File: config.mk
export PLATFORM = sky130hd
export DESIGN_NAME = bw_sync_sram
export DESIGN_NICKNAME = d
export VERILOG_FILES = /design/src/rtl/pl_sram_pkg.sv /design/src/rtl/pl_sram_wdec.sv /design/src/rtl/pl_sram_ctrl.sv /design/src/rtl/pl_sram_array.sv /design/src/rtl/pl_sram_drv.sv /design/src/rtl/bw_sync_sram.sv
export SDC_FILE = /design/constraint.sdc
export NUM_CORES = 1
export LEC_CHECK = 0
export ABC_AREA = 1
export ABC_CLOCK_PERIOD_IN_PS = 2400
export BUFFER_PORTS_ARGS = -buffer_cell sky130_fd_sc_hd__buf_4
export CAP_MARGIN = 5
export CORE_AREA = 2 2 221 223
export DETAILED_ROUTE_END_ITERATION = 7
export DIE_AREA = 0 0 223 225
export PLACE_DENSITY_LB_ADDON = 0.15
export SETUP_SLACK_MARGIN = 0.1
export SLEW_MARGIN = 20
export SYNTH_ARGS = -nofsm -noshare
export SYNTH_HDL_FRONTEND = slang
export SYNTH_SLANG_ARGS = --single-unit
File: constraint.sdc
create_clock -name clk -period 2.4 [get_ports clk]
set_clock_uncertainty 0.15 [all_clocks]
set_input_delay 0.72 -clock clk [delete_from_list [all_inputs] [get_ports clk]]
set_output_delay 0.72 -clock clk [all_outputs]
set_load 0.005 [all_outputs]
File: src/rtl/pl_sram_pkg.sv
// Shared types for the pipelined byte-lane SRAM.
package pl_sram_pkg;
    // Operation carried by the registered input stage
    typedef enum logic [1:0] {
        OP_IDLE  = 2'd0,
        OP_READ  = 2'd1,
        OP_WRITE = 2'd2
    } op_e;
endpackage

File: src/rtl/pl_sram_wdec.sv
// Write-control decode: turns global write, byte-write enable and the
// per-lane selects into one write flag per lane.
// Assumes active-low controls; global write overrides everything else.
module pl_sram_wdec #(
    parameter int LANES = 4
) (
    input  logic             gw_n,
    input  logic             bwe_n,
    input  logic [LANES-1:0] bw_n,
    output logic [LANES-1:0] lane_we
);
    // One decode term per lane
    for (genvar g = 0; g < LANES; g++) begin : g_lane
        assign lane_we[g] = !gw_n || (!bwe_n && !bw_n[g]);
    end
endmodule

File: src/rtl/pl_sram_ctrl.sv
// Input stage: registers address, data and the lane mask every edge,
// and registers the chip selection only on a strobe cycle.
// Assumes run is low during sleep, which freezes the stage.
module pl_sram_ctrl
    import pl_sram_pkg::*;
#(
    parameter int ADDR_W = 4,
    parameter int LANES  = 4,
    parameter int LANE_W = 9,
    localparam int DW    = LANES * LANE_W
) (
    input  logic              clk,
    input  logic              rst_n,
    input  logic              run,
    input  logic [ADDR_W-1:0] addr,
    input  logic [DW-1:0]     din,
    input  logic              cs1_n,
    input  logic              cs2,
    input  logic              cs3_n,
    input  logic              ads_cpu_n,
    input  logic              ads_ctl_n,
    input  logic [LANES-1:0]  lane_we,
    output op_e               op,
    output logic [ADDR_W-1:0] addr_q,
    output logic [DW-1:0]     din_q,
    output logic [LANES-1:0]  lane_q
);
    logic sel_q;
    logic strobe;
    logic cs_ok;

    assign strobe = !ads_cpu_n || !ads_ctl_n;
    assign cs_ok  = !cs1_n && cs2 && !cs3_n;

    // Capture the request; selection only moves on a strobe
    always_ff @(posedge clk) begin
        if (!rst_n) begin
            sel_q  <= 1'b0;
            addr_q <= '0;
            din_q  <= '0;
            lane_q <= '0;
        end else if (run) begin
            addr_q <= addr;
            din_q  <= din;
            lane_q <= lane_we;
            if (strobe) begin
                sel_q <= cs_ok;
            end
        end
    end

    // Classify the registered request
    always_comb begin
        op = OP_IDLE;
        if (sel_q) begin
            op = (|lane_q) ? OP_WRITE : OP_READ;
        end
    end


    sel_hold_chk: assert property (@(posedge clk) disable iff (!rst_n)
        (!strobe) |=> $stable(sel_q));
endmodule

File: src/rtl/pl_sram_array.sv
// Storage split into byte lanes, with a registered read port.
// Assumes op, addr_q, din_q and lane_q come from the input stage;
// contents are not reset, only the output register is.
module pl_sram_array
    import pl_sram_pkg::*;
#(
    parameter int ADDR_W = 4,
    parameter int LANES  = 4,
    parameter int LANE_W = 9,
    localparam int DW    = LANES * LANE_W,
    localparam int DEPTH = 1 << ADDR_W
) (
    input  logic              clk,
    input  logic              rst_n,
    input  logic              run,
    input  op_e               op,
    input  logic [ADDR_W-1:0] addr_q,
    input  logic [DW-1:0]     din_q,
    input  logic [LANES-1:0]  lane_q,
    output logic [DW-1:0]     rdata
);
    for (genvar g = 0; g < LANES; g++) begin : g_lane
        logic [LANE_W-1:0] mem [DEPTH];

        // Lane write, only when awake and this lane is selected
        always_ff @(posedge clk) begin
            if (run && op == OP_WRITE && lane_q[g]) begin
                mem[addr_q] <= din_q[g*LANE_W +: LANE_W];
            end
        end

        // Output register for this lane
        always_ff @(posedge clk) begin
            if (!rst_n) begin
                rdata[g*LANE_W +: LANE_W] <= '0;
            end else if (run && op == OP_READ) begin
                rdata[g*LANE_W +: LANE_W] <= mem[addr_q];
            end
        end
    end


    sleep_hold_chk: assert property (@(posedge clk) disable iff (!rst_n)
        (!run) |=> $stable(rdata));
endmodule

File: src/rtl/pl_sram_drv.sv
// Output drive pipeline with double-cycle deselect: after a read, a
// deselect keeps the drivers on for one more cycle. Output enable and
// sleep gate the result combinationally.
module pl_sram_drv
    import pl_sram_pkg::*;
(
    input  logic clk,
    input  logic rst_n,
    input  logic run,
    input  op_e  op,
    input  logic oe_n,
    output logic dout_en
);
    logic rd_prev_q;
    logic drv_q;
    logic rd_now;

    assign rd_now = (op == OP_READ);

    // Track the last read and extend drive over one deselect cycle
    always_ff @(posedge clk) begin
        if (!rst_n) begin
            rd_prev_q <= 1'b0;
            drv_q     <= 1'b0;
        end else if (run) begin
            rd_prev_q <= rd_now;
            drv_q     <= rd_now || (rd_prev_q && op == OP_IDLE);
        end
    end

    // Asynchronous gating by output enable and sleep
    assign dout_en = drv_q && !oe_n && run;


    rst_quiet_chk: assert property (@(posedge clk) disable iff (!rst_n)
        $past(!rst_n) |-> !drv_q);

    hold_one_chk: assert property (@(posedge clk) disable iff (!rst_n)
        (run && drv_q && !rd_prev_q && op != OP_READ) |=> !drv_q);

    write_off_chk: assert property (@(posedge clk) disable iff (!rst_n)
        (run && op == OP_WRITE) |=> !drv_q);
endmodule

File: src/rtl/bw_sync_sram.sv
// Top level of the pipelined byte-lane SRAM: write decode, input stage,
// lane storage with registered output, and the drive-enable pipeline.
// Assumes sleep may change at any time; it only acts on the clocked
// state as a hold, so an asynchronous assertion cannot cause a write.
module bw_sync_sram
    import pl_sram_pkg::*;
#(
    parameter int ADDR_W = 4,
    parameter int LANES  = 4,
    parameter int LANE_W = 9,
    localparam int DW    = LANES * LANE_W
) (
    input  logic              clk,
    input  logic              rst_n,
    input  logic [ADDR_W-1:0] addr,
    input  logic [DW-1:0]     din,
    input  logic              cs1_n,
    input  logic              cs2,
    input  logic              cs3_n,
    input  logic              ads_cpu_n,
    input  logic              ads_ctl_n,
    input  logic              gw_n,
    input  logic              bwe_n,
    input  logic [LANES-1:0]  bw_n,
    input  logic              oe_n,
    input  logic              sleep,
    output logic [DW-1:0]     dout,
    output logic              dout_en
);
    logic              run;
    logic [LANES-1:0]  lane_we;
    logic [LANES-1:0]  lane_q;
    logic [ADDR_W-1:0] addr_q;
    logic [DW-1:0]     din_q;
    op_e               op;

    assign run = !sleep;

    pl_sram_wdec #(.LANES(LANES)) u_wdec (
        .gw_n    (gw_n),
        .bwe_n   (bwe_n),
        .bw_n    (bw_n),
        .lane_we (lane_we)
    );

    pl_sram_ctrl #(.ADDR_W(ADDR_W), .LANES(LANES), .LANE_W(LANE_W)) u_ctrl (
        .clk       (clk),
        .rst_n     (rst_n),
        .run       (run),
        .addr      (addr),
        .din       (din),
        .cs1_n     (cs1_n),
        .cs2       (cs2),
        .cs3_n     (cs3_n),
        .ads_cpu_n (ads_cpu_n),
        .ads_ctl_n (ads_ctl_n),
        .lane_we   (lane_we),
        .op        (op),
        .addr_q    (addr_q),
        .din_q     (din_q),
        .lane_q    (lane_q)
    );

    pl_sram_array #(.ADDR_W(ADDR_W), .LANES(LANES), .LANE_W(LANE_W)) u_array (
        .clk    (clk),
        .rst_n  (rst_n),
        .run    (run),
        .op     (op),
        .addr_q (addr_q),
        .din_q  (din_q),
        .lane_q (lane_q),
        .rdata  (dout)
    );

    pl_sram_drv u_drv (
        .clk     (clk),
        .rst_n   (rst_n),
        .run     (run),
        .op      (op),
        .oe_n    (oe_n),
        .dout_en (dout_en)
    );
endmodule

==> flow_results.org <==
** CTS
- Clock root buffer :: sky130_fd_sc_hd__clkbuf_16
- H-tree depth :: 3
- Number of clock buffers inserted by TritonCTS :: 67
- Count of hold-fix buffers inserted at cts :: 0
- Clock latency on the worst-skew pair, taken at its later pin, is roughly 600 ps.
- Clock net sink count :: ~660
- Clock transition at the registers of the reported paths :: ~60 ps
- The longest clock path from root to sink contains 3 buffers.
- TritonCTS built the clock tree.
- Buffers inserted during post-CTS setup optimization :: 0
- Resize count post-CTS :: 0

** Routing
- Summed over all layers, the routed wires come to about 66000 um.
- Post-route ant nets :: 0
- For this run, design rule violations remaining after detail routing come to 0.
- Violation count after the first detailed-route iteration :: roughly 1600
- DR vias/cell :: around 5.4
- The final route contains ~18000 vias.
- Number of search-and-repair iterations in the first detailed-routing pass :: 7
- In the final routed layout, each cell accounts on average for 19.4 um.

** Synthesis
- Ranked by total cell area, the synthesized netlist is headed by sky130_fd_sc_hd__edfxtp_1 65%, sky130_fd_sc_hd__nand2_1 20%, sky130_fd_sc_hd__dfxtp_1 6.2%.
- Top-area cell type share of the netlist area :: approximately two thirds
- Synthesis produced roughly 2600 cells.
- Synth Area in Adders :: 0%
- During synthesis, Yosys emitted a total of 0 warnings.
- After synthesis the netlist holds a flip-flop and latch count of about 660.
- Async set-or-reset flop fraction in the synthesized netlist :: 0%
- By area, the combinational part of the netlist is dominated by simple AND/OR/NAND/NOR gates.
- Most area-hungry cell type in the Yosys netlist :: sky130_fd_sc_hd__edfxtp_1
- Share of synthesized cell area in and, or, nand and nor gates :: 24.3%
- Leading register cell type out of synthesis :: sky130_fd_sc_hd__edfxtp_1
- Number of different library cells in the post-synthesis netlist :: 18
- For this run, the register share of the synthesized area comes to 71.3%.
- Most frequent cells after synthesis :: 1395 x sky130_fd_sc_hd__nand2_1, 576 x sky130_fd_sc_hd__edfxtp_1, 217 x sky130_fd_sc_hd__nor2_1
- Yosys mapped a number of flops with a built-in enable equal to 576.
- Post-synthesis instance area :: 26600 um^2
- Fraction of the mapped netlist area in compound gates :: under 10%
- In the post-synthesis netlist, the cell with the most instances is sky130_fd_sc_hd__nand2_1.
- After Yosys synthesis, XOR and XNOR cells account for 0% of the synthesized area.
- Net Count, Synth :: roughly 2700
- Average footprint of a synthesized cell :: 10.2 um^2
- In the synthesized netlist, mux cells make up 0% of the area.

** Floorplan
- Die outline width :: around 220 um
- Area of the core :: about 48000 um^2
- Std-Cell Rows :: 80
- The die covers about 50000 um^2.
- Starting Density :: 55.9%
- Y dimension of the die :: ~230 um
- In this run the count of I/O pins placed on the die edge is 92.

** STA
- Final worst path period share :: about nine tenths
- For the pin with the worst max-slew slack, the measured transition is ~900 ps.
- Final number of hold-violating endpoints :: 0
- Post-route setup slack :: between 200 and 300 ps
- Worst slew margin :: roughly 40%
- Peak Freq :: about 470 MHz
- Setup TNS :: 0 ps
- Count of final max-slew check failures :: 0
- The routed design could run at a clock period as short as approximately 2100 ps.
- Setup-violating endpoint count in the final report :: 0
- Setup repair after global routing left no endpoint under its margin.

** Hold path
- The path class of the tightest hold or removal check is input port to flop.

** Power
- Per report_power, the combinational group accounts for between 6 and 7% of the total.
- Total power per unit cell area :: ~800 nW/um^2
- The analysis attributes to net switching a power of between 5 and 6 mW.
- In this run switching power makes up 22.3% of total power.
- After layout, the design draws a total of roughly 24 mW.
- The clock network is responsible for 41.4% of the overall power.
- The internal power of the cells totals between 15 and 20 mW.
- In this run, flip-flops and latches consume between 50% and 60% of the power.
- The analysis attributes to cell leakage a power of between 10 and 15 nW.
- Worst VDD drop :: about 0.55 mV

** Place
- In this run, placement finished with an instance count of between 3000 and 4000.
- Input and output buffers added on the ports amount to about 90.
- Once detailed placement completed, the half-perimeter wirelength came to approximately 40000 um.
- Timing analysis after detailed placement gives a worst setup slack of about 210 ps.
- Global placer's final weighted congestion :: between 0.8 and 0.9
- Area after detailed placement :: 28400 um^2

** Setup path
- Highest fanout seen on the critical path :: 11
- Type of the setup path with the least slack :: flop to flop
- Setup crit end kind :: flop
- Data on the critical path is required at its endpoint by 2550 ps.
- Arr. time, crit path :: about 2300 ps
- Startpoint Class :: flop

** Layout
- Final antenna diode count :: 0
- Post-route cell area :: about 30000 um^2
- Area grow syn2layout :: 14.8%
- Final Instance Count excl. Fillers :: about 3400
- Proportion of layout cells with a drive suffix above 1 :: 11.1%
- After the last flow step, the layout net total stands at ~2800.

** Global routing
- The total overflow left after global routing is 0.
- The via count of the first global-routing pass came to 17400.
- Total GRT Usage :: 26.5%
- Initial antenna violation count :: 0
- Largest net degree at the start of global routing :: slightly above 100
- First-pass GRT wire length :: roughly 100000 um

** Outcome
- Result of the run :: finished clean

** Run
- The tool flagged a number of max-cap violations equal to 0.
registers in the layout (all words and copies together) (netlist names):
signal and flops:
u_ctrl.din_q 36, u_array.rdata 36, u_ctrl.sel_q 1, u_ctrl.addr_q 4, u_ctrl.lane_q 4, u_drv.rd_prev_q 1, u_array.g_lane.mem 576, u_drv.drv_q 1
cell usage in the layout (no fill, tap or decap), types with 2 or more instances in the layout:
master	n
sky130_fd_sc_hd__clkinv_2	14
sky130_fd_sc_hd__buf_12	11
sky130_fd_sc_hd__nand3_1	74
sky130_fd_sc_hd__bufinv_16	4
sky130_fd_sc_hd__buf_4	186
sky130_fd_sc_hd__inv_2	2
sky130_fd_sc_hd__clkinvlp_4	2
sky130_fd_sc_hd__o21ai_0	82
sky130_fd_sc_hd__clkbuf_8	4
sky130_fd_sc_hd__nor2_1	214
sky130_fd_sc_hd__inv_6	3
sky130_fd_sc_hd__nor2_4	4
sky130_fd_sc_hd__nand2_1	1395
sky130_fd_sc_hd__a21oi_1	11
sky130_fd_sc_hd__edfxtp_1	576
sky130_fd_sc_hd__or2_2	4
sky130_fd_sc_hd__clkbuf_1	17
sky130_fd_sc_hd__nand4_1	2
sky130_fd_sc_hd__dfxtp_1	81
sky130_fd_sc_hd__clkbuf_16	71
sky130_fd_sc_hd__dfxtp_4	2
sky130_fd_sc_hd__inv_1	8
sky130_fd_sc_hd__clkinv_1	8
path summary, 6_finish.rpt:
check | startpoint | end | slack (ps) | cells past startpoint
worst max register to register | u_ctrl.addr_q[2]$_SDFFE_PN0N_ | u_array.g_lane[2].mem[7][8]$_DFFE_PP_ | 250 | 6
worst max-delay path | u_ctrl.addr_q[2]$_SDFFE_PN0N_ | u_array.g_lane[2].mem[7][8]$_DFFE_PP_ | 250 | 6
worst min register to register | u_drv.rd_prev_q$_SDFFE_PN0N_ | u_drv.rd_prev_q$_SDFFE_PN0N_ | 350 | 2
worst min-delay path | din[15] | u_ctrl.din_q[15]$_SDFFE_PN0N_ | 210 | 3
power by group through the flow:
stage / Clock (mW) / Combinational, mW / Sequential (mW)
after floorplan: 0 / 0.957 / 12.9
after global placement: 0 / 1.46 / 13.1
final: 10.1 / 1.49 / 12.9
after detailed placement: 0 / 1.48 / 13.1
after CTS: 10.3 / 1.49 / 12.9
after global routing: 10.7 / 1.66 / 12.9
layout make-up:
type / instances / area [um^2]
flip-flops and latches: 659 / 19000
fillers: 3685 / 17000
multi-input cells: 1787 / 6970
clock buffers: 92 / 1900
repair buffers: 197 / 1620
well taps: 615 / 769
clock inverters: 30 / 253
inverters: 12 / 52.6
critical path, cell delays in order, from the launching register on:
cell                      delay (ps)
sky130_fd_sc_hd__dfxtp_1         460
sky130_fd_sc_hd__inv_1           140
sky130_fd_sc_hd__nor2_4          130
sky130_fd_sc_hd__buf_4           190
sky130_fd_sc_hd__nand2_1         360
sky130_fd_sc_hd__nor2_1          210
sky130_fd_sc_hd__buf_4           210
per-stage QoR:
stage	util, %	hold WS (ps)
detailed placement	59.7	334
floorplan	-	305
finish	64.2	211
global placement	59.7	316
global route	64.2	220
CTS	64.2	192
per-layer routing:
metal / GRT usage (%) / routed length [um] / share of wire, %
met5: 0 / 0 / 0
met4: 10.6 / 2270 / 3.4
met3: 3.91 / 4490 / 6.8
met2: 42.0 / 30200 / 46
met1: 37.3 / 28800 / 44
logic make-up (layout without fill, tap and decap cells):
| family | after synthesis | after routing |
|---|---|---|
| compound gates | 94 | 94 |
| buf+inv | 151 | 331 |
| flops | 659 | 659 |
| simple gates | 1693 | 1693 |
Power figures use the tool's default switching activity.
